File: config.mk
export PLATFORM = sky130hd
export DESIGN_NAME = march_bist
export DESIGN_NICKNAME = d
export VERILOG_FILES = /design/src/rtl/march_pkg.sv /design/src/rtl/march_addr_gen.sv /design/src/rtl/march_fail_log.sv /design/src/rtl/march_seq.sv /design/src/rtl/march_bist.sv
export SDC_FILE = /design/constraint.sdc
export NUM_CORES = 1
export LEC_CHECK = 0
export CAP_MARGIN = 0
export CORE_ASPECT_RATIO = 1.1
export CORE_MARGIN = 8
export CORE_UTILIZATION = 60
export DETAILED_ROUTE_END_ITERATION = 8
export MAX_ROUTING_LAYER = met4
export PLACE_DENSITY = 0.85
export SLEW_MARGIN = 20
export SYNTH_ARGS = -nofsm -noshare
export SYNTH_HDL_FRONTEND = slang
export SYNTH_SLANG_ARGS = --single-unit
export TNS_END_PERCENT = 5
File: constraint.sdc
create_clock -name clk -period 7.2 [get_ports clk]
set_clock_uncertainty 0.05 [all_clocks]
set_input_delay 1.08 -clock clk [delete_from_list [all_inputs] [get_ports clk]]
set_output_delay 1.08 -clock clk [all_outputs]
set_load 0.02 [all_outputs]
File: src/rtl/march_pkg.sv
package march_pkg;

    localparam int MAX_OPS = 6;
    localparam int ELEM_W  = 3;
    localparam int OPI_W   = 3;

    typedef enum logic [1:0] {
        ALG_MATS_PLUS = 2'd0,
        ALG_MARCH_CM  = 2'd1,
        ALG_MARCH_A   = 2'd2,
        ALG_MARCH_B   = 2'd3
    } alg_e;

    // bit 1: read, bit 0: data value written or expected
    typedef enum logic [1:0] {
        OP_W0 = 2'b00,
        OP_W1 = 2'b01,
        OP_R0 = 2'b10,
        OP_R1 = 2'b11
    } op_e;

    typedef struct packed {
        logic                      down;
        logic [OPI_W-1:0]          nops;
        logic [MAX_OPS-1:0][1:0]   ops;
    } elem_t;

    typedef enum logic [1:0] {
        ST_IDLE,
        ST_RUN,
        ST_GAP
    } seq_st_e;

    function automatic elem_t mk(logic down, int n,
                                 op_e o0, op_e o1 = OP_W0, op_e o2 = OP_W0,
                                 op_e o3 = OP_W0, op_e o4 = OP_W0, op_e o5 = OP_W0);
        elem_t e;
        e.down   = down;
        e.nops   = OPI_W'(n);
        e.ops[0] = o0;
        e.ops[1] = o1;
        e.ops[2] = o2;
        e.ops[3] = o3;
        e.ops[4] = o4;
        e.ops[5] = o5;
        return e;
    endfunction

    // Elements shared by both March A and March B apart from element 1
    function automatic elem_t march_ab_tail(logic [ELEM_W-1:0] i);
        case (i)
            3'd0:    return mk(1'b0, 1, OP_W0);
            3'd2:    return mk(1'b0, 3, OP_R1, OP_W0, OP_W1);
            3'd3:    return mk(1'b1, 4, OP_R1, OP_W0, OP_W1, OP_W0);
            3'd4:    return mk(1'b1, 3, OP_R0, OP_W1, OP_W0);
            default: return '0;
        endcase
    endfunction

    function automatic elem_t elem_of(alg_e a, logic [ELEM_W-1:0] i);
        case (a)
            ALG_MATS_PLUS: begin
                case (i)
                    3'd0:    return mk(1'b0, 1, OP_W0);
                    3'd1:    return mk(1'b0, 2, OP_R0, OP_W1);
                    3'd2:    return mk(1'b1, 2, OP_R1, OP_W0);
                    default: return '0;
                endcase
            end
            ALG_MARCH_CM: begin
                case (i)
                    3'd0:    return mk(1'b0, 1, OP_W0);
                    3'd1:    return mk(1'b0, 2, OP_R0, OP_W1);
                    3'd2:    return mk(1'b0, 2, OP_R1, OP_W0);
                    3'd3:    return mk(1'b1, 2, OP_R0, OP_W1);
                    3'd4:    return mk(1'b1, 2, OP_R1, OP_W0);
                    3'd5:    return mk(1'b0, 1, OP_R0);
                    default: return '0;
                endcase
            end
            ALG_MARCH_A: begin
                if (i == 3'd1) return mk(1'b0, 4, OP_R0, OP_W1, OP_W0, OP_W1);
                return march_ab_tail(i);
            end
            default: begin
                if (i == 3'd1) return mk(1'b0, 6, OP_R0, OP_W1, OP_R1, OP_W0, OP_R0, OP_W1);
                return march_ab_tail(i);
            end
        endcase
    endfunction

    function automatic logic [ELEM_W-1:0] last_elem(alg_e a);
        case (a)
            ALG_MATS_PLUS: return 3'd2;
            ALG_MARCH_CM:  return 3'd5;
            default:       return 3'd4;
        endcase
    endfunction

endpackage

File: src/rtl/march_addr_gen.sv
module march_addr_gen #(
    parameter int AW = 4
) (
    input  logic          clk,
    input  logic          rst,
    input  logic          load,
    input  logic          step,
    input  logic          dir_load,
    input  logic          dir_cur,
    output logic [AW-1:0] addr,
    output logic          at_end
);
    localparam logic [AW-1:0] ADDR_TOP = '1;

    always_ff @(posedge clk) begin
        if (rst) begin
            addr <= '0;
        end else if (load) begin
            addr <= dir_load ? ADDR_TOP : '0;
        end else if (step) begin
            addr <= dir_cur ? addr - AW'(1) : addr + AW'(1);
        end
    end

    assign at_end = dir_cur ? (addr == '0) : (addr == ADDR_TOP);

endmodule

File: src/rtl/march_fail_log.sv
module march_fail_log #(
    parameter int AW = 4
) (
    input  logic                          clk,
    input  logic                          rst,
    input  logic                          clear,
    input  logic                          chk,
    input  logic                          exp_bit,
    input  logic                          rdata,
    input  logic [AW-1:0]                 addr,
    input  logic [march_pkg::ELEM_W-1:0]  elem,
    input  logic [march_pkg::OPI_W-1:0]   op,
    output logic                          miss,
    output logic                          fail,
    output logic [AW-1:0]                 fail_addr,
    output logic [march_pkg::ELEM_W-1:0]  fail_elem,
    output logic [march_pkg::OPI_W-1:0]   fail_op
);
    assign miss = chk && (rdata != exp_bit);

    always_ff @(posedge clk) begin
        if (rst || clear) begin
            fail      <= 1'b0;
            fail_addr <= '0;
            fail_elem <= '0;
            fail_op   <= '0;
        end else if (miss && !fail) begin
            fail      <= 1'b1;
            fail_addr <= addr;
            fail_elem <= elem;
            fail_op   <= op;
        end
    end

endmodule

File: src/rtl/march_seq.sv
module march_seq
    import march_pkg::*;
#(
    parameter int RET_W = 8
) (
    input  logic              clk,
    input  logic              rst,
    input  logic              start,
    input  alg_e              alg_in,
    input  logic              ret_en,
    input  logic [RET_W-1:0]  ret_cycles,
    input  logic              stop_on_fail,
    input  logic              miss,
    input  logic              at_end,
    output logic              op_valid,
    output logic [1:0]        op_code,
    output logic [ELEM_W-1:0] elem_idx,
    output logic [OPI_W-1:0]  op_idx,
    output logic              addr_load,
    output logic              addr_step,
    output logic              dir_load,
    output logic              dir_cur,
    output logic              busy,
    output logic              done,
    output logic              clear
);
    seq_st_e           st;
    alg_e              alg_q;
    logic [ELEM_W-1:0] elem_q;
    logic [OPI_W-1:0]  op_q;
    logic [RET_W-1:0]  gap_q;
    logic              done_q;

    elem_t cur_e;
    elem_t nxt_e;
    logic  op_last;
    logic  elem_last;
    logic  gap_after;
    logic  stop_hit;
    logic  gap_over;
    logic  idle_go;

    assign cur_e     = elem_of(alg_q, elem_q);
    assign nxt_e     = elem_of(alg_q, elem_q + ELEM_W'(1));
    assign op_last   = (op_q == cur_e.nops - OPI_W'(1));
    assign elem_last = (elem_q == last_elem(alg_q));
    assign gap_after = ret_en && (elem_q < ELEM_W'(2));
    assign stop_hit  = miss && stop_on_fail;
    assign gap_over  = (gap_q <= RET_W'(1));
    assign idle_go   = (st == ST_IDLE) && start;

    always_comb begin
        op_code = 2'b00;
        for (int k = 0; k < MAX_OPS; k++) begin
            if (op_q == OPI_W'(k)) op_code = cur_e.ops[k];
        end
    end

    assign op_valid  = (st == ST_RUN);
    assign elem_idx  = elem_q;
    assign op_idx    = op_q;
    assign dir_cur   = cur_e.down;
    assign dir_load  = (st == ST_IDLE) ? elem_of(alg_in, '0).down : nxt_e.down;
    assign addr_step = (st == ST_RUN) && !stop_hit && op_last && !at_end;
    assign addr_load = idle_go
                     || ((st == ST_RUN) && !stop_hit && op_last && at_end && !elem_last && !gap_after)
                     || ((st == ST_GAP) && gap_over);
    assign busy      = (st != ST_IDLE);
    assign done      = done_q;
    assign clear     = idle_go;

    always_ff @(posedge clk) begin
        if (rst) begin
            st     <= ST_IDLE;
            alg_q  <= ALG_MATS_PLUS;
            elem_q <= '0;
            op_q   <= '0;
            gap_q  <= '0;
            done_q <= 1'b0;
        end else begin
            done_q <= 1'b0;
            case (st)
                ST_IDLE: begin
                    if (start) begin
                        alg_q  <= alg_in;
                        elem_q <= '0;
                        op_q   <= '0;
                        st     <= ST_RUN;
                    end
                end
                ST_RUN: begin
                    if (stop_hit) begin
                        st     <= ST_IDLE;
                        done_q <= 1'b1;
                    end else if (op_last) begin
                        op_q <= '0;
                        if (at_end) begin
                            if (elem_last) begin
                                st     <= ST_IDLE;
                                done_q <= 1'b1;
                            end else if (gap_after) begin
                                st    <= ST_GAP;
                                gap_q <= ret_cycles;
                            end else begin
                                elem_q <= elem_q + ELEM_W'(1);
                            end
                        end
                    end else begin
                        op_q <= op_q + OPI_W'(1);
                    end
                end
                ST_GAP: begin
                    if (gap_over) begin
                        st     <= ST_RUN;
                        elem_q <= elem_q + ELEM_W'(1);
                    end else begin
                        gap_q <= gap_q - RET_W'(1);
                    end
                end
                default: st <= ST_IDLE;
            endcase
        end
    end

endmodule

File: src/rtl/march_bist.sv
module march_bist
    import march_pkg::*;
#(
    parameter int AW    = 4,
    parameter int RET_W = 8
) (
    input  logic              clk,
    input  logic              rst,
    input  logic              start,
    input  logic [1:0]        algo_sel,
    input  logic              ret_en,
    input  logic [RET_W-1:0]  ret_cycles,
    input  logic              stop_on_fail,
    output logic [AW-1:0]     mem_addr,
    output logic              mem_we,
    output logic              mem_re,
    output logic              mem_wdata,
    input  logic              mem_rdata,
    output logic              busy,
    output logic              done,
    output logic              fail,
    output logic [AW-1:0]     fail_addr,
    output logic [ELEM_W-1:0] fail_elem,
    output logic [OPI_W-1:0]  fail_op
);
    logic              op_valid;
    logic [1:0]        op_code;
    logic [ELEM_W-1:0] elem_idx;
    logic [OPI_W-1:0]  op_idx;
    logic              addr_load;
    logic              addr_step;
    logic              dir_load;
    logic              dir_cur;
    logic              at_end;
    logic              miss;
    logic              clear;

    march_seq #(.RET_W(RET_W)) u_seq (
        .clk          (clk),
        .rst          (rst),
        .start        (start),
        .alg_in       (alg_e'(algo_sel)),
        .ret_en       (ret_en),
        .ret_cycles   (ret_cycles),
        .stop_on_fail (stop_on_fail),
        .miss         (miss),
        .at_end       (at_end),
        .op_valid     (op_valid),
        .op_code      (op_code),
        .elem_idx     (elem_idx),
        .op_idx       (op_idx),
        .addr_load    (addr_load),
        .addr_step    (addr_step),
        .dir_load     (dir_load),
        .dir_cur      (dir_cur),
        .busy         (busy),
        .done         (done),
        .clear        (clear)
    );

    march_addr_gen #(.AW(AW)) u_addr (
        .clk      (clk),
        .rst      (rst),
        .load     (addr_load),
        .step     (addr_step),
        .dir_load (dir_load),
        .dir_cur  (dir_cur),
        .addr     (mem_addr),
        .at_end   (at_end)
    );

    assign mem_we    = op_valid && !op_code[1];
    assign mem_re    = op_valid &&  op_code[1];
    assign mem_wdata = op_valid &&  op_code[0];

    march_fail_log #(.AW(AW)) u_log (
        .clk       (clk),
        .rst       (rst),
        .clear     (clear),
        .chk       (mem_re),
        .exp_bit   (op_code[0]),
        .rdata     (mem_rdata),
        .addr      (mem_addr),
        .elem      (elem_idx),
        .op        (op_idx),
        .miss      (miss),
        .fail      (fail),
        .fail_addr (fail_addr),
        .fail_elem (fail_elem),
        .fail_op   (fail_op)
    );

endmodule

==> results of run 1 <==
tightest hold or removal path, cell delays in order (launching register included):
cell,delay [ns]
dfxtp_1,0.32
mux2i_1,0.06
nor2_1,0.07
registers in the layout, summed over array words and instances, names as in the netlist:
| register | cells |
|---|---|
| u_seq.elem_idx | 3 |
| u_seq.gap_q | 8 |
| u_seq.alg_q | 2 |
| u_log.fail_elem | 3 |
| u_addr.addr | 4 |
| u_seq.op_idx | 3 |
| u_log.fail_op | 3 |
| u_seq.done | 1 |
| u_log.fail | 1 |
| u_log.fail_addr | 4 |
| u_seq.st | 2 |
cells in the mapped netlist (all sizes together), types with 2 or more instances:
master / instances / area (um2)
xnor2: 6 / 52.6
a21oi: 25 / 125
nor2b: 5 / 38.8
buf: 11 / 80.1
nand2: 26 / 100
mux2: 2 / 22.5
nand4b: 2 / 17.5
o311a: 2 / 20.0
dfxtp: 34 / 681
and3b: 2 / 17.5
mux2i: 18 / 180
nand3b: 2 / 15.0
or4: 3 / 26.3
and2b: 4 / 30.0
o2111ai: 2 / 23.8
nand4: 5 / 31.3
o31a: 2 / 17.5
o21ai: 17 / 85.1
o32ai: 2 / 25.0
a21bo: 2 / 20.0
nor3: 8 / 45.0
a211oi: 8 / 77.6
clkbuf: 5 / 18.8
a32o: 2 / 20.0
a31oi: 4 / 46.3
inv: 21 / 78.8
a21o: 5 / 37.5
and3: 3 / 18.8
ha: 20 / 250
and2: 2 / 12.5
nand3: 10 / 50.1
nand2b: 8 / 57.6
nor2: 35 / 134
o22ai: 2 / 12.5
or2: 2 / 12.5
o31ai: 3 / 22.5
layer usage:
layer | GRT usage [%] | vias up | wire length, um
li1 | - | 1266 | -
met5 | - | - | 0
met3 | 4.31 | 16 | 311
met2 | 33.0 | 60 | 3230
met4 | 7.48 | 0 | 133
met1 | 25.4 | 1205 | 3180
per-stage QoR:
stage          cell area, um2  worst slack, ns  power [mW]  utilization (%)  hold slack [ns]
6_report                 3240             2.83        1.08             71.1            0.441
5_1_grt                  3240             2.56        1.17             71.1            0.483
4_1_cts                  3240             2.83        1.08             71.1            0.450
3_5_place_dp             3130             3.08       0.903             68.7            0.433
3_3_place_gp             3130             3.25       0.885             68.7            0.428
2_1_floorplan            2800             3.85       0.768                -            0.416
power breakdown:
group / leakage [nW] / switching [mW] / internal, mW
registers: 0.276 / 0.0653 / 0.229
logic: 0.885 / 0.356 / 0.264
clock network: 0.0575 / 0.0738 / 0.0966
logic make-up after synthesis:
logic type               after synthesis  synth area share (%)
AND/OR/NAND/NOR                      124                  24.0
AO/OA/AOI/OAI                         92                  26.2
buffers and inverters                 37                  6.35
flip-flops                            34                  24.3
adder cells (fa/ha/maj)               21                  9.66
multiplexers                          20                  7.24
XOR/XNOR                               7                  2.19
layout by cell type, fill, tap and decap left out, types with 3 or more instances in the layout:
master | netlist | layout
o31ai_1 | 3 | 3
nand2_1 | 25 | 25
nand4_1 | 5 | 5
nand3_1 | 10 | 10
inv_1 | 20 | 20
xnor2_1 | 6 | 6
ha_1 | 20 | 20
clkbuf_8 | 0 | 8
and2b_1 | 4 | 4
clkdlybuf4s50_1 | 0 | 35
nor2_1 | 34 | 34
dfxtp_1 | 34 | 34
o21ai_0 | 15 | 15
a211oi_1 | 6 | 6
nor2b_1 | 4 | 4
a21oi_1 | 25 | 25
nor3_1 | 7 | 7
mux2i_1 | 18 | 18
nand2b_1 | 7 | 7
a21o_1 | 5 | 5
and3_1 | 3 | 3
area by class of cell:
cell class / instances / area (um2) / share of cell area (%)
Clock buffer: 8 / 110 / 3.40
Sequential cell: 34 / 681 / 21.0
Tap cell: 56 / 70.1 / 2.16
Timing Repair Buffer: 36 / 358 / 11.1
Multi-Input combinational cell: 264 / 1940 / 59.9
Inverter: 21 / 78.8 / 2.43
how the worst max path moves through the flow:
stage	start	endpoint	slack, ns	depth (start not counted)
final	u_seq.elem_idx[1]$_SDFFE_PP0P_	mem_wdata	2.83	9
after global routing	u_seq.elem_idx[0]$_SDFFE_PP0P_	u_seq.gap_q[7]$_SDFFE_PP0P_	2.56	16
after CTS	u_seq.elem_idx[1]$_SDFFE_PP0P_	mem_wdata	2.83	9
after detailed placement	u_seq.elem_idx[0]$_SDFFE_PP0P_	u_seq.gap_q[2]$_SDFFE_PP0P_	3.08	16
after global placement	u_seq.elem_idx[0]$_SDFFE_PP0P_	u_seq.gap_q[7]$_SDFFE_PP0P_	3.25	16
after floorplan	u_seq.elem_idx[0]$_SDFFE_PP0P_	u_addr.addr[2]$_SDFFE_PP0P_	3.85	17
==> flow_summary.toml, run 1 <==
[critical_path]
timing.reg2reg.worst_path_depth = 16
critical_path_required_ns = 6.07
critical-path-slowest-cell = "clkdlybuf4s50_1"
r2r_start = "u_seq.elem_idx[0]$_SDFFE_PP0P_"
cell_chain_of_the_critical_path = "inv_1 > ha_1 > nor2b_1 > a2111oi_4 > o22ai_1 > nand2b_1 > a21o_1 > a21oi_1 > clkdlybuf4s50_1"
cp_slowest_stage_delay_ns = 0.62
rrSetupSlack_ns = 2.97
critical_path.startpoint_type = "flop"
r2r_end = "u_seq.gap_q[7]$_SDFFE_PP0P_"
end_kind = "primary output"
critPathTopFamily = "buffers and inverters"
cp_data_arrival_time_ns = 3.24
timing.critical_path.buf_inv = 2
worst-setup-path-type = "flop to primary output"
worstPathMaxFanout = 12

[timing]
layout_min_cycle_time_ns = 4.37
slew_headroom_pct = 43.3
hold_viol = 0
final-max-slew-violation-count = 0
setup_repair_after_global_routing_missed_its_margin = "no"
max_freq_mhz = 229
worst-slew-pin-transition_ns = 0.849
post-route-period-util_pct = 60.7
tns_ns = 0
setup_viol_count_final = 0

[floorplanning]
die_h_um = 87.6
floorplan.initialDensity_pct = 61.5
floorplan.rows = 26
floorplan.die_area_mm2 = 0.00711
floorplan.io_pins = 36
floorplan.die.width_um = 81.1
core_mm2 = 0.00455

[route]
number_of_drc_violations_after_detailed_routing = 0
drt_iter0_markers = 113
vias = 2547
drt-total-wl_um = 6860
drt-vias-per-instance = 6.08
avgRoutedWirePerCell_um = 16.4
drt.antenna.violating_nets = 0
first_pass_iters = 4

[global_route]
initial_antenna_violation_count = 0
grt.overflow.total = 0
track_usage_pct = 20.8
largest_net_degree_at_the_start_of_global_routing = 26
global_route_wire_length_before_repair_um = 11800
first_global_vias = 2551

[clock_network]
cts_buffer_depth = 2
worst_path_clk_slew_ns = 0.07
tritoncts_clock_tree = "built"
clock_sinks = 34
hold_buffers = 0
clock-root-buffer = "clkbuf_8"
cts.repair_timing.setup_buffer_count = 0
cts.repair.resized = 0
cts_inserted_buffers = 5
clock_latency_ns = 0.30
htree_num_levels = 2

[synthesis]
syn_inst = 335
synth-warning-count = 0
number_of_distinct_standard_cells_referenced_by_the_synthesized_netlist = 78
synth_fp_nets = 372
mappedNetlistArea_mm2 = 0.00280
asyncSetResetFlopFracSynth_pct = 0
synth.yosys.seq_area_share_pct = 24.3
total_of_flip_flops_plus_latches_after_synthesis = 34
synth_ff_type = "dfxtp_1"
synth.avg_cell_area_um2 = 8.36
synth_enable_flop_cells = 0

[final_layout]
fillers = 368
stdcell_count = 419
share_of_post_route_cells_with_drive_strength_above_1_pct = 9.92
synthToLayoutAreaGrowth_pct = 15.7
antenna_cells_inserted = 0
finalNetCount = 399

[worst_hold_path]
hold_end = "u_log.fail_op[2]$_SDFFE_PP0P_"
worst_hold_startpoint = "u_log.fail_op[2]$_SDFFE_PP0P_"
worst_hold_path.num_cells = 2
worst_hold_path_type = "flop to flop"

[power_and_ir_drop]
power_leakage_nw = 1.22
power_per_cell_area_mw_per_mm2 = 335
ir_worst_vdd_v = 0.000235

[status]
run_status = "finished clean"

[flow_run]
drv.max_cap_violation_count = 0

[placement]
detailed_place_hpwl_um = 4930
port_buffers = 35
gp_routability_congestion = 0.885
placed_cells_incl_taps = 411
(Power assumes the default switching activity.)
==> inputs of run 2 (changes only) <==
Settings changed: CORE_UTILIZATION 60 to 51, PLACE_DENSITY 0.85 to 0.76.
Clock period 7.2 ns to 4 ns, I/O delays scaled along.
==> run 2 against run 1 <==
Effect of this change: clock power is 51% higher; highest routed layer unchanged; wire length grew 3.4%; sequential share of layout area down 0.22 points; worst setup slack worse by 2.5 ns; combinational power grew 87%; largest cell class unchanged; cell count rose by 5.0%; non-clock buffer count increased by 4; critical path type is now flop to flop; total power increased by 78%.
==> flow_summary.toml, run 2 (same netlist as run 1, synthesis figures left out) <==
[status]
run_status = "finished clean"

[final_layout]
stdcell_count = 440
finalCoreUtilization_pct = 61.6
layout_common_cells = "clkdlybuf4s50_1, nor2_1, dfxtp_1, a21oi_1, nand2_1"
reg.largest.list = "u_seq.gap_q (8), u_addr.addr (4), u_log.fail_addr (4)"
share_of_post_route_cells_with_drive_strength_above_1_pct = 11.8
layout.cells.most_common = "clkdlybuf4s50_1"
finalNetCount = 403
synthToLayoutAreaGrowth_pct = 17.1
max_flop_register = "u_seq.gap_q"
largest_register_ff_count = 8
design_area_mm2 = 0.00328
fillers = 492
antenna_cells_inserted = 0

[worst_hold_path]
worst_hold_path.num_cells = 2
worst_hold_path_type = "flop to flop"
worst_hold_startpoint = "u_seq.st[0]$_SDFFE_PP0P_"

[timing]
fin_hold_ws_ns = 0.449
setup_viol_count_final = 0
tns_ns = 0
final.setup.worst_slack_ns = 0.295
max_freq_mhz = 270
final-max-slew-violation-count = 0
hold_viol = 0
setup_repair_after_global_routing_missed_its_margin = "no"
post-route-period-util_pct = 92.6
slew_headroom_pct = 44.6
layout_min_cycle_time_ns = 3.70
worst-slew-pin-transition_ns = 0.828

[route]
drt-total-wl_um = 7090
first_pass_iters = 4
number_of_drc_violations_after_detailed_routing = 0
avgRoutedWirePerCell_um = 16.1
drt.antenna.violating_nets = 0
drt_iter0_markers = 128
vias = 2605
drt-vias-per-instance = 5.92

[clock_network]
cts.repair.resized = 0
clock-root-buffer = "clkbuf_8"
hold_buffers = 0
htree_num_levels = 2
cts_buffer_depth = 2
clock_latency_ns = 0.29
tritoncts_clock_tree = "built"
cts_inserted_buffers = 5
cts.repair_timing.setup_buffer_count = 0
worst_path_clk_slew_ns = 0.07
clock_sinks = 34

[floorplanning]
core_mm2 = 0.00533
floorplan.initialDensity_pct = 52.6
floorplan.die.width_um = 86.6
floorplan.die_area_mm2 = 0.00812
floorplan.io_pins = 36
die_h_um = 93.7
floorplan.rows = 28

[critical_path]
critical_path_cell_count = 17
timing.reg2reg.worst_path_depth = 17
r2r_start = "u_seq.elem_idx[0]$_SDFFE_PP0P_"
end_kind = "flop"
worst-setup-path-type = "flop to flop"
worstPathMaxFanout = 10
cp_slowest_stage_delay_ns = 0.43
critPathTopFamily = "compound AO/OA/AOI/OAI gates"
critical_path_required_ns = 4.10
critical-path-slowest-cell = "a211oi_4"
critPathMostFrequentCell = "xnor2_1"
cp_data_arrival_time_ns = 3.80
cell_chain_of_the_critical_path = "inv_1 > ha_2 > and2b_1 > a21oi_1 > a21boi_0 > o21ai_0 > o221ai_1 > ha_1 > xnor2_1 > xnor2_1 > nand3_1 > nor2b_4 > nand2_1 > a211oi_4 > buf_4 > mux2i_1 > nor2_1"
critical_path.startpoint_type = "flop"
timing.critical_path.buf_inv = 2
setup.worst_path.start = "u_seq.elem_idx[0]$_SDFFE_PP0P_"

[placement]
placed_cell_area_mm2 = 0.00319
detailed_place_hpwl_um = 5240
port_buffers = 35
placed_cells_incl_taps = 434
post-place-ws_ns = 0.262
gp_routability_congestion = 0.889

[global_route]
global_route_wire_length_before_repair_um = 11600
use_met1_pct = 23.3
grt.overflow.total = 0
first_global_vias = 2446
largest_net_degree_at_the_start_of_global_routing = 24
initial_antenna_violation_count = 0
global_route.peak_usage_layer = "met2"
track_usage_pct = 18.1
grt_use_met2_pct = 27.7
global_route_met3_utilization_pct = 3.50

[flow_run]
drv.max_cap_violation_count = 0

[power_and_ir_drop]
power_per_cell_area_mw_per_mm2 = 588
power_leakage_nw = 1.22
total_power_mw = 1.93
ir_worst_vdd_v = 0.000462
==> run 2: cell count changes in the layout (fill, tap and decap cells not counted), moves of 2 or more <==
cell      before  now
buf_4          1    5
ha_1          20   17
ha_2           0    3
clkbuf_8       8    6
==> run 2: path summary, 6_finish.rpt <==
check	end	slack (ns)
worst max-delay path	u_seq.gap_q[1]$_SDFFE_PP0P_	0.30
worst min-delay path	u_seq.st[0]$_SDFFE_PP0P_	0.45
worst max register to register	u_seq.gap_q[1]$_SDFFE_PP0P_	0.30
worst min register to register	u_seq.st[0]$_SDFFE_PP0P_	0.45
==> run 2: per-layer routing <==
layer  vias up  part of all wire [%]
li1       1277                     -
met1      1245                    46
met2        71                    48
met3        12                   4.2
met4         0                   1.7
met5         -                     0
==> run 2: tightest hold or removal path, delay by kind of cell, from the launching register on <==
family,cells,cell delay (ns)
flip-flops,1,0.34
AO/OA/AOI/OAI,1,0.05
AND/OR/NAND/NOR,1,0.06
==> run 2: power by group <==
part	switching, mW	total (mW)	leakage, nW	internal [mW]
registers	0.102	0.514	0.277	0.412
logic	0.662	1.16	0.904	0.496
clock network	0.124	0.257	0.0431	0.133
total	0.888	1.93	1.22	1.04
==> run 2: final cells by class <==
class | count | area, um2 | area share [%]
repair buffers | 40 | 388 | 11.8
flip-flops and latches | 34 | 682 | 20.8
inverters | 21 | 78.8 | 2.40
clock buffers | 6 | 82.6 | 2.52
multi-input cells | 264 | 1950 | 59.6
well taps | 75 | 93.8 | 2.86
